--- src/rtl/eic_pkg.sv ---
package eic_pkg;
  parameter int unsigned EIC_CH     = 32;
  parameter int unsigned EIC_ADDR_W = 6;
  localparam logic [EIC_ADDR_W-1:0] OFS_POL    = 6'h10;
  localparam logic [EIC_ADDR_W-1:0] OFS_ENA    = 6'h14;
  localparam logic [EIC_ADDR_W-1:0] OFS_STATUS = 6'h20;
endpackage

--- src/rtl/eic_rst_sync.sv ---
module eic_rst_sync (
  input  logic clk_i,
  input  logic arst_ni,
  output logic rst_no
);
  logic [1:0] stage_q;

  always_ff @(posedge clk_i or negedge arst_ni) begin
    if (!arst_ni) stage_q <= 2'b00;
    else          stage_q <= {stage_q[0], 1'b1};
  end

  assign rst_no = stage_q[1];
endmodule

--- src/rtl/eic_sync.sv ---
module eic_sync #(
  parameter int unsigned WIDTH  = 32,
  parameter int unsigned STAGES = 2
) (
  input  logic             clk_i,
  input  logic             rst_ni,
  input  logic [WIDTH-1:0] d_i,
  output logic [WIDTH-1:0] q_o
);
  logic [WIDTH-1:0] chain_q [STAGES];

  generate
    for (genvar s = 0; s < STAGES; s++) begin : g_stage
      logic [WIDTH-1:0] src;
      if (s == 0) begin : g_first
        assign src = d_i;
      end else begin : g_rest
        assign src = chain_q[s-1];
      end
      always_ff @(posedge clk_i or negedge rst_ni) begin
        if (!rst_ni) chain_q[s] <= '0;
        else         chain_q[s] <= src;
      end
    end
  endgenerate

  assign q_o = chain_q[STAGES-1];
endmodule

--- src/rtl/eic_edge_detect.sv ---
module eic_edge_detect #(
  parameter int unsigned WIDTH = 32
) (
  input  logic             clk_i,
  input  logic             rst_ni,
  input  logic [WIDTH-1:0] lvl_i,
  input  logic [WIDTH-1:0] pol_i,
  output logic [WIDTH-1:0] ev_o
);
  logic [WIDTH-1:0] prev_q, prev_d;
  logic [WIDTH-1:0] ev_d;

  always_comb begin
    prev_d = lvl_i;
    // Invert by polarity so a falling edge looks like a rising one
    ev_d = (lvl_i ^ pol_i) & ~(prev_q ^ pol_i);
  end

  always_ff @(posedge clk_i or negedge rst_ni) begin
    if (!rst_ni) prev_q <= '0;
    else         prev_q <= prev_d;
  end

  assign ev_o = ev_d;

  AST_EDGE_SINGLE_CYCLE: assert property (@(posedge clk_i) disable iff (!rst_ni)
    1'b1 |=> ((ev_o & $past(ev_o) & ~(pol_i ^ $past(pol_i))) == '0));
endmodule

--- src/rtl/eic_status.sv ---
module eic_status #(
  parameter int unsigned WIDTH = 32
) (
  input  logic             clk_i,
  input  logic             rst_ni,
  input  logic [WIDTH-1:0] set_i,
  input  logic             clr_i,
  output logic [WIDTH-1:0] q_o
);
  logic [WIDTH-1:0] stat_q, stat_d;
  logic             upd_en;

  always_comb begin
    upd_en = clr_i | (|set_i);
    stat_d = stat_q;
    if (upd_en) begin
      // Set has priority over clear for the same bit
      stat_d = (clr_i ? '0 : stat_q) | set_i;
    end
  end

  always_ff @(posedge clk_i or negedge rst_ni) begin
    if (!rst_ni) stat_q <= '0;
    else         stat_q <= stat_d;
  end

  assign q_o = stat_q;

  AST_CLEAR_KEEPS_NEW: assert property (@(posedge clk_i) disable iff (!rst_ni)
    clr_i |=> (q_o == $past(set_i)));
  AST_STICKY_HOLD: assert property (@(posedge clk_i) disable iff (!rst_ni)
    !clr_i |=> ((q_o & $past(q_o)) == $past(q_o)));
endmodule

--- src/rtl/eic_ctrl.sv ---
module eic_ctrl
  import eic_pkg::*;
#(
  parameter int unsigned N_CH    = EIC_CH,
  parameter int unsigned ADDR_W  = EIC_ADDR_W,
  parameter int unsigned SYNC_ST = 2
) (
  input  logic              clk_i,
  input  logic              rst_ni,
  input  logic [N_CH-1:0]   lines_i,
  input  logic              wr_en_i,
  input  logic              rd_en_i,
  input  logic [ADDR_W-1:0] addr_i,
  input  logic [N_CH-1:0]   wdata_i,
  output logic [N_CH-1:0]   rdata_o,
  output logic              irq_o
);
  logic              rst_n;
  logic [N_CH-1:0]   lines_sync;
  logic [N_CH-1:0]   edge_ev;
  logic [N_CH-1:0]   stat;
  logic [N_CH-1:0]   pol_q, pol_d;
  logic [N_CH-1:0]   ena_q, ena_d;
  logic              pol_we, ena_we, stat_clr;
  logic [N_CH-1:0]   accept;

  eic_rst_sync u_rst (
    .clk_i   (clk_i),
    .arst_ni (rst_ni),
    .rst_no  (rst_n)
  );

  eic_sync #(.WIDTH(N_CH), .STAGES(SYNC_ST)) u_sync (
    .clk_i  (clk_i),
    .rst_ni (rst_n),
    .d_i    (lines_i),
    .q_o    (lines_sync)
  );

  eic_edge_detect #(.WIDTH(N_CH)) u_edge (
    .clk_i  (clk_i),
    .rst_ni (rst_n),
    .lvl_i  (lines_sync),
    .pol_i  (pol_q),
    .ev_o   (edge_ev)
  );

  always_comb begin
    accept   = edge_ev & ena_q;
    stat_clr = rd_en_i && (addr_i == OFS_STATUS);
  end

  eic_status #(.WIDTH(N_CH)) u_stat (
    .clk_i  (clk_i),
    .rst_ni (rst_n),
    .set_i  (accept),
    .clr_i  (stat_clr),
    .q_o    (stat)
  );

  // Configuration registers: next state
  always_comb begin
    pol_we = wr_en_i && (addr_i == OFS_POL);
    ena_we = wr_en_i && (addr_i == OFS_ENA);
    pol_d  = pol_q;
    ena_d  = ena_q;
    if (pol_we) pol_d = wdata_i;
    if (ena_we) ena_d = wdata_i;
  end

  always_ff @(posedge clk_i or negedge rst_n) begin
    if (!rst_n) begin
      pol_q <= '0;
      ena_q <= '0;
    end else begin
      pol_q <= pol_d;
      ena_q <= ena_d;
    end
  end

  // Read mux
  always_comb begin
    rdata_o = '0;
    if (rd_en_i) begin
      unique case (addr_i)
        OFS_POL:    rdata_o = pol_q;
        OFS_ENA:    rdata_o = ena_q;
        OFS_STATUS: rdata_o = stat;
        default:    rdata_o = '0;
      endcase
    end
  end

  assign irq_o = |(stat & ena_q);

  AST_MASKED_NOT_LATCHED: assert property (@(posedge clk_i) disable iff (!rst_n)
    1'b1 |=> ((stat & ~$past(stat) & ~$past(ena_q)) == '0));
  AST_IRQ_DROPS_AFTER_CLEAR: assert property (@(posedge clk_i) disable iff (!rst_n)
    (stat_clr && (accept == '0)) |=> !irq_o);
  AST_IRQ_NEEDS_PENDING: assert property (@(posedge clk_i) disable iff (!rst_n)
    irq_o |-> (stat != '0));
endmodule

--- config.mk ---
export PLATFORM = sky130hd
export DESIGN_NAME = eic_ctrl
export DESIGN_NICKNAME = d
export VERILOG_FILES = /design/src/rtl/eic_pkg.sv /design/src/rtl/eic_rst_sync.sv /design/src/rtl/eic_sync.sv /design/src/rtl/eic_edge_detect.sv /design/src/rtl/eic_status.sv /design/src/rtl/eic_ctrl.sv
export SDC_FILE = /design/constraint.sdc
export NUM_CORES = 1
export LEC_CHECK = 0
export BUFFER_PORTS_ARGS = -buffer_cell sky130_fd_sc_hd__buf_4
export CAP_MARGIN = 20
export CORE_ASPECT_RATIO = 1.75
export CORE_MARGIN = 8
export CORE_UTILIZATION = 44
export CTS_CLUSTER_DIAMETER = 120
export DETAILED_ROUTE_END_ITERATION = 8
export SYNTH_ARGS = -nofsm -noshare
export SYNTH_HDL_FRONTEND = slang
export SYNTH_SLANG_ARGS = --single-unit
--- constraint.sdc ---
create_clock -name clk_i -period 13.3 [get_ports clk_i]
set_input_delay 1.33 -clock clk_i [delete_from_list [all_inputs] [get_ports clk_i]]
set_output_delay 1.33 -clock clk_i [all_outputs]
set_load 0.005 [all_outputs]
# Word level (Yosys, flattened, before mapping)
# Index checks and enable logic that the tools add are counted.
dict set report op_classes {
  eq_ne 3
  n_bitwise 8
  reduce_logical 5
  n_mux 3
}
# operator n
set op_table {}
lappend op_table {{$and 32x32->32} 3}
lappend op_table {{$pmux 32 s3} 1}
lappend op_table {{$mux 32} 2}
lappend op_table {{$reduce_or 32->1} 2}
lappend op_table {{$xor 32x32->32} 2}
lappend op_table {{$not 32->32} 1}
lappend op_table {{$or 32x32->32} 1}
lappend op_table {{$eq 6x5->1 const B} 2}
lappend op_table {{$eq 6x6->1 const B} 1}
lappend op_table {{$logic_and 1x1->1} 3}
lappend op_table {{$or 1x1->1} 1}
dict set report word_totals {
  regBits 194
  word_cells 26
  in_bits 74
}

# Longest topological paths before layout
dict set report depth {
  ltp_word 6
  mapped_depth 5
  ltp_nobuf 3
}

# Hierarchy
# From an unflattened synthesis, not the netlist that was laid out.
dict set report unflattened {
  hier_cells 571
  hier_area_um2 7802.5
}
# module instances seq_area_each_um2 cells_per_inst area_per_inst_um2
set by_module_without_submodules {}
lappend by_module_without_submodules {eic_ctrl 1 1601.5 308 3548.4}
lappend by_module_without_submodules {eic_sync 1 1601.5 64 1601.5}
lappend by_module_without_submodules {eic_edge_detect 1 800.8 128 1517.7}
lappend by_module_without_submodules {eic_status 1 800.8 68 1081.0}
lappend by_module_without_submodules {eic_rst_sync 1 50.0 3 53.8}

# Worst setup path after synthesis
# Ideal clock, no wire load.
dict set report synth_timing {
  path_kind {input -> output}
  from {in addr_i[3]}
  to {out rdata_o[10]}
  t_arrival_ps 2224
  slack_ps 9746
  cell_stages 4
  path_buffers 1
  cell_sequence {nor3_2 -> o211ai_1 -> clkbuf_1 -> a21oi_1}
}
dict set report synth_via {
  elab_chain_cells 3
  word_cells_on_any_way 5
  classes_between {3 x eq/ne; 2 x mux}
}
# element line_no
set synth_rtl {}
lappend synth_rtl {{from (decl)} eic_ctrl.sv:13} ;# input logic [ADDR_W-1:0] addr_i,
lappend synth_rtl {{$eq 6x6->1 / $eq 6x5->1 (equally long branches)} eic_ctrl.sv:85} ;# unique case (addr_i)
lappend synth_rtl {{$pmux 32 s3 (*)} eic_ctrl.sv:85}
lappend synth_rtl {{$mux 32 (*)} eic_ctrl.sv:84} ;# if (rd_en_i) begin
lappend synth_rtl {{to (decl)} eic_ctrl.sv:15} ;# output logic [N_CH-1:0] rdata_o,
# Every way passes the cells marked *; elsewhere a longest branch is shown, timed or not.

# Worst setup path in the final report
dict set report layout_timing {
  from {in addr_i[4]}
  to {out rdata_o[21]}
}
# The elaborated chain is that of the path after synthesis.

==> impl_metrics.env <==
export IMPL_layout_min_cycle_time_ps=4388
export IMPL_drive_gt1_share_pct=29.10
export IMPL_end_kind="output port"
export IMPL_pwr_share_comb_pct=11.1
export IMPL_antenna_cells=0
export IMPL_hold_viol_final=0
export IMPL_critPathKind="input pin to output port"
export IMPL_hold_buffers=0
export IMPL_cp_data_arrival_time_ps=3060
export IMPL_clock_latency_ps=430
export IMPL_avgSynthCellArea_um2=12.87
export IMPL_period_share_pct=32.99
export IMPL_maxSlewHeadroom_pct=31.09
export IMPL_synth_nets=688
export IMPL_setup_viol=0
export IMPL_synth_edf_count=0
export IMPL_post_drt_wl_per_cell_um=20.81
export IMPL_cts_buffer_depth=2
export IMPL_p_int_uw=1114
export IMPL_clk_pin_slew_ps=70
export IMPL_cts_tree="done"
export IMPL_peakVddDrop_mv=0.1236
export IMPL_ios=107
export IMPL_min_path_type="flop to async pin"
export IMPL_die_y_um=193.3
export IMPL_synth_cell_area_um2=7900
export IMPL_drc=0
export IMPL_powerDensity_nw_per_um2=154.1
export IMPL_grt_max_degree=90
export IMPL_fp_dieArea_um2=22670
export IMPL_ant_nets=0
export IMPL_fmax_ghz=0.2279
export IMPL_drtPass1Iterations=4
export IMPL_grtUsageTotal_pct=18.50
export IMPL_start_util_pct=44.36
export IMPL_yosysWarningCount=0
export IMPL_cts_htree_levels=4
export IMPL_startpoint_type="input pin"
export IMPL_cp_max_fo=68
export IMPL_grt_overflow=0
export IMPL_synth_ff_type="dfrtp_1"
export IMPL_clkSinkCount=194
export IMPL_seq_power_share_pct=51.0
export IMPL_synth_seq_cells=194
export IMPL_die_w_um=117.3
export IMPL_status="complete, no violations"
export IMPL_place_congestion=0.7746
export IMPL_rsz0062_at_grt="false"
export IMPL_final_setup_tns_ps=0
export IMPL_holdWs_ps=300.4
export IMPL_p_leak_uw=0.004415
export IMPL_switching_share_pct=24.66
export IMPL_maxSlewViolCount=0
export IMPL_cts_post_setup_buffers_inserted=0
export IMPL_viasPerCell=5.638
export IMPL_root_buffer="clkbuf_16"
export IMPL_tightest_slew_ps=1034
export IMPL_routed_wirelength_um=19950
export IMPL_synthCells=614
export IMPL_cts_resized_gates=0
export IMPL_rows=65
export IMPL_drt_initial_drc_count=303
export IMPL_first_global_vias=5847
export IMPL_clkPwrFrac_pct=37.9
export IMPL_yosys_cell_types_count=27
export IMPL_portBuffers=106
export IMPL_vias=5407
export IMPL_finalClockSkew_ps=7.147
export IMPL_core_um2=17810
export IMPL_area_growth_pct=21.44
export IMPL_grt_pass1_wl_um=31810
export IMPL_fillers=1482
export IMPL_dp_final_hpwl_um=12830
export IMPL_antenna_found_initial=0
export IMPL_maxCapViolCount=0
export IMPL_nets=786
export IMPL_switching_power_uw=364.6
export IMPL_numCtsBuffers=17
export IMPL_async_reset_ff_share_pct=100.0
export IMPL_cp_required_ps=11970
export IMPL_ys_seq_area_share_pct=61.45
==> final timing paths <==
path	cells past startpoint	to	slack, ps	from
setup / recovery	6	rdata_o[21]	8910	addr_i[4]
hold / removal	0	ena_q[13]$_DFFE_PN0P_	300	u_rst.stage_q[1]$_DFF_PN0_
setup reg to reg	1	u_stat.q_o[16]$_DFFE_PN0P_	11760	u_rst.stage_q[1]$_DFF_PN0_
hold reg to reg	0	ena_q[13]$_DFFE_PN0P_	300	u_rst.stage_q[1]$_DFF_PN0_
max in group asynchronous	1	u_stat.q_o[16]$_DFFE_PN0P_	11760	u_rst.stage_q[1]$_DFF_PN0_
min in group clk_i	0	u_sync.q_o[13]$_DFF_PN0_	350	u_sync.g_stage[1].src[13]$_DFF_PN0_
==> cell usage after synthesis, types with 3 or more instances <==
| master | instances | area [µm²] |
|---|---|---|
| nand2b_1 | 32 | 200.2 |
| a22oi_1 | 16 | 120.1 |
| o21ai_0 | 63 | 315.3 |
| a22o_1 | 32 | 280.3 |
| nand3_1 | 33 | 165.2 |
| nand3b_1 | 31 | 232.7 |
| a21oi_1 | 32 | 160.2 |
| dfrtp_1 | 194 | 4855 |
| nand4_1 | 4 | 25.02 |
| clkbuf_1 | 29 | 108.9 |
| buf_2 | 4 | 20.02 |
| mux2_2 | 58 | 653.1 |
| mux2_1 | 6 | 67.56 |
| and3b_1 | 65 | 569.3 |
| buf_6 | 3 | 33.78 |
==> registers in the layout (all words and copies together), names as in the netlist <==
name / count
ena_q: 32
u_rst.stage_q: 2
pol_q: 32
u_stat.q_o: 32
u_sync.g_stage.src: 32
u_edge.prev_q: 32
u_sync.q_o: 32
==> power by group through the flow <==
stage	clock [µW]	sequential, µW	combinational [µW]
2_1_floorplan	0	740	112
3_3_place_gp	0	758	159
3_5_place_dp	0	763	165
4_1_cts	576	752	166
5_1_grt	596	765	182
6_report	560	754	164
==> per-stage QoR <==
step                area [µm²]  power [µW]  setup slack, ps  std cells  utilization (%)
finish                    9594        1478             8912        959            53.87
global route              9594        1543             8794        959            53.87
CTS                       9547        1494             8907        957            53.60
floorplan                 7900       851.6             7494        614                -
detailed placement        8897       928.0             8908        925            49.95
global placement          8897       916.9             8956        925            49.95
==> final cells by class <==
class / count / area, µm² / area share [%]
clock buffers: 18 / 439.2 / 4.577
clock inverters: 14 / 210.2 / 2.191
multi-input cells: 383 / 2890 / 30.13
flip-flops and latches: 194 / 4858 / 50.64
well taps: 234 / 292.8 / 3.052
repair buffers: 116 / 903.4 / 9.416
==> worst max-delay path: stages <==
cell and delay, ps:
buf_4 470, and3b_1 250, buf_4 400, nand3_1 140, a21oi_1 290, buf_4 170
==> cell families (layout without fill, tap and decap cells) <==
kind of cell / count (synthesis) / after routing / share of synthesized area (%)
other cells: 1 / 1 / 0.04747
mux: 64 / 64 / 9.123
compound gates: 145 / 145 / 11.26
buf+inv: 37 / 148 / 2.122
simple gates: 173 / 173 / 16.00
flops: 194 / 194 / 61.45
==> metal layers <==
metal / vias to the layer above / wire, µm / global-route usage (%)
met4: 0 / 348 / 6.918
li1: 2439 / - / -
met3: 22 / 1078 / 4.273
met5: - / 0 / 0
met1: 2792 / 8073 / 21.94
met2: 154 / 10450 / 31.35
==> layout by cell type, fill, tap and decap left out, drive strengths merged, types with 16 or more instances in the layout <==
master,Yosys,routed
buf,7,116
o21ai,63,63
nand3,33,33
clkbuf,30,18
mux2,64,64
a22oi,16,16
and3b,65,65
a21oi,32,32
dfrtp,194,194
a22o,32,32
nand2b,32,32
nand3b,31,31
Power figures use the tool's default switching activity.
